[src/rtl/wave_issue_sched.sv]
module wave_issue_sched #(
  parameter int NUM_SIMD = 4,
  parameter int SLOTS    = 10,
  parameter int BEATS    = 4,
  parameter int AGE_W    = 8,
  localparam int SIW = $clog2(NUM_SIMD),
  localparam int SLW = $clog2(SLOTS),
  localparam int BW  = $clog2(BEATS)
) (
  input  logic                  clk,
  input  logic                  rst_n,
  input  logic                  launch_valid,
  input  logic [SIW-1:0]        launch_simd,
  output logic                  launch_busy,
  output logic [SLW-1:0]        launch_slot,
  input  logic                  retire_valid,
  input  logic [SIW-1:0]        retire_simd,
  input  logic [SLW-1:0]        retire_slot,
  input  logic                  mreq_valid,
  input  logic [SIW-1:0]        mreq_simd,
  input  logic [SLW-1:0]        mreq_slot,
  input  logic                  mret_valid,
  input  logic [SIW-1:0]        mret_simd,
  input  logic [SLW-1:0]        mret_slot,
  output logic                  grant_valid,
  output logic [SIW-1:0]        grant_simd,
  output logic [SLW-1:0]        grant_slot,
  output logic [NUM_SIMD-1:0]   lane_active,
  output logic [NUM_SIMD*SLW-1:0] lane_slot,
  output logic [NUM_SIMD*BW-1:0]  lane_beat
);

  logic [NUM_SIMD-1:0][SLOTS-1:0] res, wt;
  logic [AGE_W-1:0] age [NUM_SIMD][SLOTS];
  logic [SIW-1:0]   rr;
  logic [NUM_SIMD-1:0] act;
  logic [SLW-1:0]   aslot [NUM_SIMD];
  logic [BW-1:0]    abeat [NUM_SIMD];

  logic             found;
  logic [SLW-1:0]   pick;
  logic [AGE_W-1:0] best_age;

  always_comb begin
    found = 1'b0;
    pick = '0;
    best_age = '0;
    for (int i = 0; i < SLOTS; i++)
      if (res[rr][i] && !wt[rr][i] && (!found || age[rr][i] > best_age)) begin
        found = 1'b1;
        pick = SLW'(i);
        best_age = age[rr][i];
      end
  end

  assign launch_busy = &res[launch_simd];

  always_comb begin
    launch_slot = '0;
    for (int i = SLOTS - 1; i >= 0; i--)
      if (!res[launch_simd][i]) launch_slot = SLW'(i);
  end

  always_ff @(posedge clk) begin
    if (!rst_n) begin
      rr <= '0;
      res <= '0;
      wt <= '0;
      act <= '0;
      grant_valid <= 1'b0;
      grant_simd <= '0;
      grant_slot <= '0;
      for (int s = 0; s < NUM_SIMD; s++) begin
        aslot[s] <= '0;
        abeat[s] <= '0;
        for (int i = 0; i < SLOTS; i++) age[s][i] <= '0;
      end
    end else begin
      rr <= (rr == SIW'(NUM_SIMD - 1)) ? '0 : rr + 1'b1;
      grant_valid <= found;
      grant_simd <= rr;
      grant_slot <= pick;
      for (int s = 0; s < NUM_SIMD; s++) begin
        if (rr == SIW'(s) && found) begin
          act[s] <= 1'b1;
          aslot[s] <= pick;
          abeat[s] <= '0;
        end else if (act[s]) begin
          if (abeat[s] == BW'(BEATS - 1)) act[s] <= 1'b0;
          else abeat[s] <= abeat[s] + 1'b1;
        end
        for (int i = 0; i < SLOTS; i++)
          if (res[s][i] && age[s][i] != '1) age[s][i] <= age[s][i] + 1'b1;
      end
      if (retire_valid) begin
        res[retire_simd][retire_slot] <= 1'b0;
        wt[retire_simd][retire_slot] <= 1'b0;
      end
      if (mret_valid) wt[mret_simd][mret_slot] <= 1'b0;
      if (mreq_valid) wt[mreq_simd][mreq_slot] <= 1'b1;
      if (launch_valid && !launch_busy) begin
        res[launch_simd][launch_slot] <= 1'b1;
        wt[launch_simd][launch_slot] <= 1'b0;
        age[launch_simd][launch_slot] <= '0;
      end
    end
  end

  assign lane_active = act;

  for (genvar g = 0; g < NUM_SIMD; g++) begin : g_lane
    assign lane_slot[g*SLW +: SLW] = aslot[g];
    assign lane_beat[g*BW +: BW]   = abeat[g];

    AST_BEAT_STEP: assert property (@(posedge clk) disable iff (!rst_n)
      act[g] && abeat[g] != BW'(BEATS - 1) |=>
        act[g] && abeat[g] == BW'($past(abeat[g]) + 1'b1) && aslot[g] == $past(aslot[g]));
  end

  AST_GRANT_ROTATES: assert property (@(posedge clk) disable iff (!rst_n)
    $past(grant_valid) && grant_valid |-> grant_simd == SIW'($past(grant_simd) + 1'b1));

  AST_GRANT_OPENS_LANE: assert property (@(posedge clk) disable iff (!rst_n)
    grant_valid |-> act[grant_simd] && abeat[grant_simd] == '0 && aslot[grant_simd] == grant_slot);

  AST_GRANT_RESIDENT: assert property (@(posedge clk) disable iff (!rst_n)
    grant_valid |-> res[grant_simd][grant_slot] || $past(retire_valid));

  AST_LAUNCH_ADDS: assert property (@(posedge clk) disable iff (!rst_n)
    launch_valid && !launch_busy && !retire_valid |=>
      $countones(res) == $past($countones(res)) + 1);

  AST_FULL_REFUSED: assert property (@(posedge clk) disable iff (!rst_n)
    launch_valid && launch_busy && !retire_valid |=> res == $past(res));

endmodule

[config.mk]
export PLATFORM = sky130hd
export DESIGN_NAME = wave_issue_sched
export DESIGN_NICKNAME = d
export VERILOG_FILES = /design/src/rtl/wave_issue_sched.sv
export SDC_FILE = /design/constraint.sdc
export NUM_CORES = 1
export LEC_CHECK = 0
export BUFFER_PORTS_ARGS = -buffer_cell sky130_fd_sc_hd__buf_2
export CORE_UTILIZATION = 45
export DETAILED_ROUTE_END_ITERATION = 12
export GPL_TIMING_DRIVEN = 0
export PLACE_DENSITY = 0.63
export SYNTH_ARGS = -nofsm -noshare
export SYNTH_HDL_FRONTEND = slang
export SYNTH_SLANG_ARGS = --single-unit
[constraint.sdc]
create_clock -name clk -period 41.2 [get_ports clk]
set_clock_uncertainty 0.05 [all_clocks]
set_input_delay 2.06 -clock clk [delete_from_list [all_inputs] [get_ports clk]]
set_output_delay 2.06 -clock clk [all_outputs]
set_load 0.03 [all_outputs]
[After elaboration in Yosys (flattened, before gate mapping)]
Memories as Yosys holds them, arrays and structs flattened. A register that Yosys moved wholly into a read port is not among the register bits.
Index checks and enable logic that the tools add are counted.
Cells by class
  $add $sub $neg: 45
  $lt $le $gt $ge: 28
  equal/unequal tests: 47
  multiplexer cells: 285
  bitwise gates (word level): 63
  reduce and logical (&&, ||, !) cells: 105
Operator list (count)
  40-bit 2-to-1 mux: 10
  8-bit 2-to-1 mux: 50
  8-bit by 1-bit adder with 8-bit output, second input constant: 40
  8-bit inequality test, second input constant: 40
  1-bit 2-to-1 mux: 174
  40-bit AND: 4
  40-bit inverter: 3
  4-bit 2-to-1 mux: 22
  10-bit demux with 2-bit select: 4
  80-bit 2-to-1 mux: 1
  40-bit OR: 2
  1-bit logical AND: 73
  8-bit greater-than comparator: 9
  10-bit 2-to-1 mux: 7
  10-bit binary-select mux with 2-bit select: 3
  1-bit OR: 52
  8-bit demux with 4-bit select: 1
  1-bit zero test: 20
  4-bit by 5-bit < comparator with 1-bit output, second input constant: 4
  2-bit 2-to-1 mux: 9
  1-bit demux with 4-bit select: 4
  4-bit by 1-bit greater-or-equal comparator with 1-bit output, second input constant: 4
  2-bit by 3-bit < comparator with 1-bit output, second input constant: 5
  2-bit == test, second input constant: 6
  other kinds (11): 26
Storage, ports and cells
  register bits after elaboration: 93
  bits in writable memories: 344
  input bits: 26
  output and inout port bits: 40
  word-level logic and storage cells: 589
  memories: 3
Memories
  age: depth 4, width 80, read ports 5, clocked after memory_dff 1, wr ports 5, line 34  | logic [AGE_W-1:0] age [NUM_SIMD][SLOTS];
  aslot: depth 4, width 4, read ports 4, clocked after memory_dff 0, wr ports 4, line 37  | logic [SLW-1:0] aslot [NUM_SIMD];
  abeat: depth 4, width 2, read ports 4, clocked after memory_dff 0, wr ports 4, line 38  | logic [BW-1:0] abeat [NUM_SIMD];

[Depth between registers and ports, before layout]
Gate-level depths: netlist of run 1.
  depth after elaboration: 47
  gate-level depth with buffers: 83
  depth with buffers taken out: 74

[Worst setup path after synthesis of run 1]
Ideal clock, no wire load.
  kind: reg-to-reg
  from: reg rr[0]
  to: mem aslot[0][0] (netlist name) (data pin)
  library setup time: 0.267 ns
  arrival time: 15.844 ns
  data required time: 40.883 ns
  path slack: 25.039 ns
  cell stages (with the launch flop): 81
  path buffers: 12
  period minus slack after synthesis: 16.161 ns
  path through: dfxtp_1 buf_6 buf_2 buf_1 mux4_2 nand2_1 ha_1 a21oi_1 o21ai_0 and4b_1 clkbuf_1 o31ai_1 and2_1 ha_1 nand4_1 nor2_1 a211o_1 a31o_2 [45 not listed] and3_1 ha_1 and3_1 a21boi_0 o31a_1 o21bai_1 clkbuf_1 nand2_1 o21ai_0 ha_1 nor2b_1 o21a_1 o21ai_0 a21oi_1 o22ai_1 a21o_1 a2bb2oi_1 a21oi_1
RTL lines
  start: declaration: line 35  | logic [SIW-1:0] rr;
  start signal: assignment: line 79  | rr <= (rr == SIW'(NUM_SIMD - 1)) ? '0 : rr + 1'b1;
  end: declaration: line 37

==> impl_results.md, run 1 <==
- Period utilization: 54.68%
- Max frequency: 44.39 MHz
- First-pass GRT wire length: 133,000 µm
- Synth area leaders: dfxtp_1 33%, mux4_2 8.4%, nor2_1 6.2%
- Max IR drop VDD: 0.00003349 V
- Final instance area: 27,960 µm²
- Total CTS buffers: 50
- Max_slew headroom: 2.037%
- Post-synth cell types: 80
- CP endpoint kind: flip-flop
- Synth warn: 0
- CP bufs+invs: 13
- Syn-to-layout area delta: 12.08%
- Clock latency on the worst-skew pair: 0.63 ns
- Post-CTS Setup Bufs: 0
- Max Slew Vio Count: 0
- Sink Count: 437
- Largest net degree at the start of global routing: 15
- Die height: 237.5 µm
- Max Cap Viol: 0
- #FFs+latches synth: 437
- Initial cell density of the core: 45.91%
- Cell Area, Placed: 26,230 µm²
- CP max-delay cell: a221oi_1
- Async S/R FF share, synth: 0%
- Kind of critical path: flip-flop to flip-flop
- Cell with the most instances on the worst path: ha_1
- Post-DP HPWL: 66,590 µm
- DR iter-0 viols: 2,245
- Post-route ant nets: 0
- Clock Tree Buf Depth: 3
- Vias in the first global route: 21,870
- H-tree Lvls: 2
- Total negative slack: 0 ns
- DRC Markers: 0
- Core area: 54,350 µm²
- Worst-margin pin slew: 1.464 ns
- Synthesized Nets: 2,984
- Post-Syn Area: 24,950 µm²
- Commonest cells in the netlist: 413 x dfxtp_1, 413 x nor2_1, 296 x nand2_1
- Seq/Total Area, Yosys: 36.03%
- Pre-antenna DRT Iters: 6
- Final #Nets: 3,101
- Layout cell share with drive strength beyond 1: 10.78%
- Multi-input logic area: 15,330 µm²
- CTS resizes: 0
- Static leakage: 10.47 nW
- Reg area: 8989 µm²
- Floorplan row count: 85
- Area leader, netlist: dfxtp_1
- Io pins: 66
- Crit-path max FO: 10
- Slowest stage delay, CP: 0.92 ns
- Cells after Synth: 2,838
- Hold/Removal Path Class: flip-flop to flip-flop
- Die width: 237.5 µm
- Worst EP required: 41.50 ns
- Hold Buf Count CTS: 0
- Final wirelength: 88,280 µm
- WP data arrival: 22.82 ns
- Final setup fails: 0
- Power per cell area: 36.48 nW/µm²
- Vias per cell: 6.160
- Die footprint: 56,390 µm²
- Post-synth top area share: 33.14%
- Syn avg cell area: 8.791 µm²
- Fillers: 5,021
- DR vias: 23,030
- Ys flop type: dfxtp_1
- Top delay family on crit path: compound AO/OA/AOI/OAI gates
- Setup crit start kind: flip-flop
- Initial antenna violation count: 1
- Final hold vios: 0
- DR WL/cell: 23.62 µm
- Number of enable flip-flop cells after synthesis: 24
- CTS tree: done
- IO buf count: 63
- Clk slew on worst S/H paths: 0.06 ns
- Outcome: finished clean
- Total track usage: 31.13%
- Remaining global-route overflow: 0
- Unrepaired setup endpoints after global routing: no
- Root Buffer: clkbuf_16
- Tmin final: 22.53 ns
- Final GP Congestion: 0.9807
## final timing paths
path                               endpoint  cells after the start       from  slack (ns)
worst max-delay path            aslot[2][0]                     80      rr[0]       18.67
worst min-delay path              age[0][1]                      2  age[0][1]        0.45
worst max register to register  aslot[2][0]                     80      rr[0]       18.67
worst min register to register    age[0][1]                      2  age[0][1]        0.45
## layout make-up
type / instances / area share (%)
buffer: 81 / 1.289
inverter: 76 / 1.038
antenna: 2 / 0.01790
tap: 739 / 3.306
clock buffer: 62 / 4.814
clock inverter: 32 / 1.369
timing repair buffer: 65 / 1.208
sequential: 437 / 32.14
multi-input combinational: 2244 / 54.81
## placed cells by master, fill, tap and decap left out, types with 53 or more instances in the layout
cell and instances:
xnor2_1 64, dfxtp_1 413, and3_1 83, buf_2 84, nor2_1 412, inv_1 73
xor2_1 110, nor3_1 55, nand4_1 94, o21ai_0 104, nand3_1 124, mux4_2 93
ha_1 120, clkbuf_1 53, a21oi_1 146, nand2_1 296
## state kept, by name, indices dropped and copies added (netlist names)
register	flops
abeat	8
wt	40
grant_valid	1
age	320
lane_active	4
rr	2
res	40
aslot	16
grant_slot	4
grant_simd	2
## per-stage QoR
step	worst slack, ns	std cells	util (%)	power [W]	hold slack (ns)
final	18.67	3738	51.46	0.001020	0.4478
after CTS	19.27	3736	51.44	0.001022	0.4456
after detailed placement	19.37	3642	48.26	0.0005510	0.4374
after global routing	17.39	3736	51.45	0.001048	0.4660
after global placement	19.49	3640	48.19	0.0005492	0.4262
after floorplan	25.04	2838	-	0.0005093	0.4052
## routing by layer
metal | GRT usage [%] | vias to the layer above | part of all wire [%]
li1 | - | 10640 | -
met1 | 40.44 | 11130 | 41
met2 | 48.94 | 1007 | 45
met3 | 6.062 | 247 | 8.3
met4 | 16.58 | 0 | 5.7
met5 | 0 | - | 0
## worst register-to-register path: cells and delay by family (launching register included)
kind / cells / cell delay (ns)
AOI/OAI and AO/OA: 38 / 10.33
DFF: 1 / 0.38
buffers and inverters: 13 / 4.51
and+or+nand+nor: 18 / 3.31
muxes: 2 / 1.04
adders and majority gates: 9 / 2.66
## power breakdown
group / internal, W / switching [W]
Sequential: 0.000432 / 0.00000328
Clock: 0.000278 / 0.000198
Combinational: 0.0000305 / 0.0000783
Total: 0.000741 / 0.000279
## kinds of logic (layout without fill, tap and decap cells)
family	count (synthesis)	count (layout)	synth area share [%]
simple gates	1284	1284	25.00
xor+xnor	174	174	6.108
other cells	0	2	0
fa+ha+maj	120	120	6.018
flops	437	437	36.03
compound gates	530	530	13.81
mux	136	136	10.43
buf+inv	157	316	2.608
(Power assumes the default switching activity.)
==> run 2, diff against run 1 <==
- ABC_AREA: default -> 1
- clock period: 41.2 -> 22.7 ns (I/O delays scaled with it)
==> run 2 against run 1 <==
Effect of this change:
- clock power rose by 84%
- die area rose by 10%
- global-route usage increased by 2.9 points
- synthesized cell count up 45%
- flip-flop and latch count unchanged
- total power up 130%
- register-to-register slack worse by 14 ns
- largest cell class unchanged
==> impl_results.md, run 2 <==
- Final non-filler cell total: 5,045
- Cell with the most instances on the worst path: nand2_1
- Final hold vios: 0
- Final #Nets: 4,368
- Clock Tree Buf Depth: 3
- Die height: 249.0 µm
- Worst EP required: 23.11 ns
- Vias in the first global route: 26,250
- Total CTS buffers: 52
- Vias per cell: 5.717
- Layout cell share with drive strength beyond 1: 6.498%
- Commonest cells in the netlist: 792 x nand2_1, 624 x inv_1, 460 x nor2_1
- Tmin final: 18.42 ns
- Max IR drop VDD: 0.00006075 V
- Power per cell area: 75.49 nW/µm²
- Synthesized Nets: 4,249
- Hold/Removal Path Class: flip-flop to flip-flop
- CTS tree: done
- Commonest non-fill, non-tap cells in the layout: 792 x nand2_1, 624 x inv_1, 460 x nor2_1
- Hold Buf Count CTS: 0
- H-tree Lvls: 2
- Total negative slack: 0 ns
- DR iter-0 viols: 3,687
- Final GP Congestion: 1.017
- WP data arrival: 18.83 ns
- CP max-delay cell: clkbuf_1
- First-pass GRT wire length: 160,700 µm
- Max reg flops: 320
- Post-synth cell types: 62
- IO buf count: 64
- Post-route ant nets: 0
- Worst-margin pin slew: 1.490 ns
- DR vias: 28,840
- Syn avg cell area: 6.692 µm²
- Clock latency on the worst-skew pair: 0.63 ns
- Top delay family on crit path: simple AND/OR/NAND/NOR gates
- Kind of critical path: flip-flop to flip-flop
- Most frequent cell after synthesis: nand2_1
- Remaining global-route overflow: 0
- #FFs+latches synth: 437
- Number of enable flip-flop cells after synthesis: 24
- Setup crit start kind: flip-flop
- Post-Syn Area: 27,460 µm²
- Async S/R FF share, synth: 0%
- Fillers: 6,275
- Final wirelength: 108,500 µm
- Static leakage: 12.43 nW
- Largest regs: age: 320 flops, res: 40 flops, wt: 40 flops
- Pre-antenna DRT Iters: 8
- Post-DP HPWL: 82,270 µm
- Syn-to-layout area delta: 11.14%
- Ys flop type: dfxtp_1
- DR WL/cell: 21.51 µm
- Sink Count: 437
- DP Cell Count: 4,949
- Outcome: finished clean
- Unrepaired setup endpoints after global routing: no
- Post-synth top area share: 30.11%
- Final setup fails: 0
- Max frequency: 54.30 MHz
- Period utilization: 81.14%
- Total track usage: 34.04%
- Antenna diode count: 0
- Hold_ws: 0.4210 ns
- Initial antenna violation count: 4
- Cells after Synth: 4,103
- CTS resizes: 0
- Io pins: 66
- CP endpoint kind: flip-flop
- Synth area leaders: dfxtp_1 30%, nand2_1 11%, inv_1 8.5%
- Area leader, netlist: dfxtp_1
- Root Buffer: clkbuf_16
- Post-CTS Setup Bufs: 0
- Crit-path max FO: 10
- Slowest stage delay, CP: 0.82 ns
- Max Cap Viol: 0
- CP bufs+invs: 16
- Commonest non-fill, non-tap cell in the layout: nand2_1
- Max Slew Vio Count: 0
- Floorplan row count: 90
- Synth warn: 0
- Die width: 249.0 µm
- Max_slew headroom: 0.6972%
- Seq/Total Area, Yosys: 32.74%
- Initial cell density of the core: 45.49%
- Largest net degree at the start of global routing: 14
- Total chip power: 0.002304 W
- Top reg by flops: age
- Die footprint: 62,010 µm²
- Core area: 60,360 µm²
- DRC Markers: 0
- Clk slew on worst S/H paths: 0.06 ns
==> run 2: cell count changes after synthesis, sizes merged, moves of 42 or more <==
cell    delta
nor3      +59
o22ai     +79
nor2      +76
nor2b     -42
o21ai    +153
mux4      -97
a21oi    +141
nand4     -48
nand3    +144
and3      -81
nand2b    -47
inv      +561
nand2    +507
==> run 2: layer usage <==
metal,vias to the layer above,routed length [µm],part of all wire [%],GRT usage [%]
li1,13810,-,-,-
met1,13290,47100,43,47.37
met2,1465,44430,41,50.39
met3,274,11540,11,6.562
met4,2,5444,5.0,16.23
met5,-,13,0.012,0
==> run 2: power breakdown <==
part	internal, W	switching, W	total, W
sequential	0.000794	0.0000105	0.000805
clock	0.000511	0.000366	0.000877
combinational	0.000182	0.000440	0.000622
total	0.00149	0.000817	0.00230
==> run 2: worst paths after layout <==
| check | start | end | slack (ns) | depth (start not counted) |
|---|---|---|---|---|
| setup / recovery | rr[1] | aslot[1][1] | 4.28 | 102 |
| hold / removal | res[21] | res[21] | 0.42 | 2 |
| setup reg to reg | rr[1] | aslot[1][1] | 4.28 | 102 |
| hold reg to reg | res[21] | res[21] | 0.42 | 2 |
==> run 2: cell families (layout without fill, tap and decap cells) <==
kind of cell	count (synthesis)	after routing	share of synthesized area [%]
compound gates	869	869	18.71
fa+ha+maj	120	120	5.468
xor+xnor	126	126	4.019
flops	437	437	32.74
simple gates	1799	1799	28.49
buf+inv	752	912	10.57
==> run 2: area by class of cell <==
cell class | instances | area (µm²) | area share (%)
Sequential cell | 437 | 8989 | 29.46
Tap cell | 782 | 978.4 | 3.206
Timing Repair Buffer | 65 | 335.3 | 1.099
Inverter | 641 | 2406 | 7.885
Clock inverter | 30 | 321.6 | 1.054
Multi-Input combinational cell | 2914 | 15560 | 51.01
Buffer | 111 | 498.0 | 1.632
Clock buffer | 65 | 1423 | 4.662
==> run 2: stage by stage <==
| step | setup WS, ns | utilization [%] | instance area, µm² |
|---|---|---|---|
| after floorplan | 9.502 | - | 27460 |
| after global placement | 4.951 | 47.64 | 28760 |
| after detailed placement | 4.968 | 47.64 | 28760 |
| after CTS | 4.859 | 50.53 | 30500 |
| after global routing | 2.945 | 50.56 | 30520 |
| final | 4.282 | 50.56 | 30520 |
==> run 2: worst register-to-register path, delay by kind of cell, from the launching register on <==
kind / cells / cell delay [ns]
buffers and inverters: 16 / 4.46
and+or+nand+nor: 54 / 6.26
adders and majority gates: 9 / 2.56
AOI/OAI and AO/OA: 23 / 4.43
DFF: 1 / 0.49
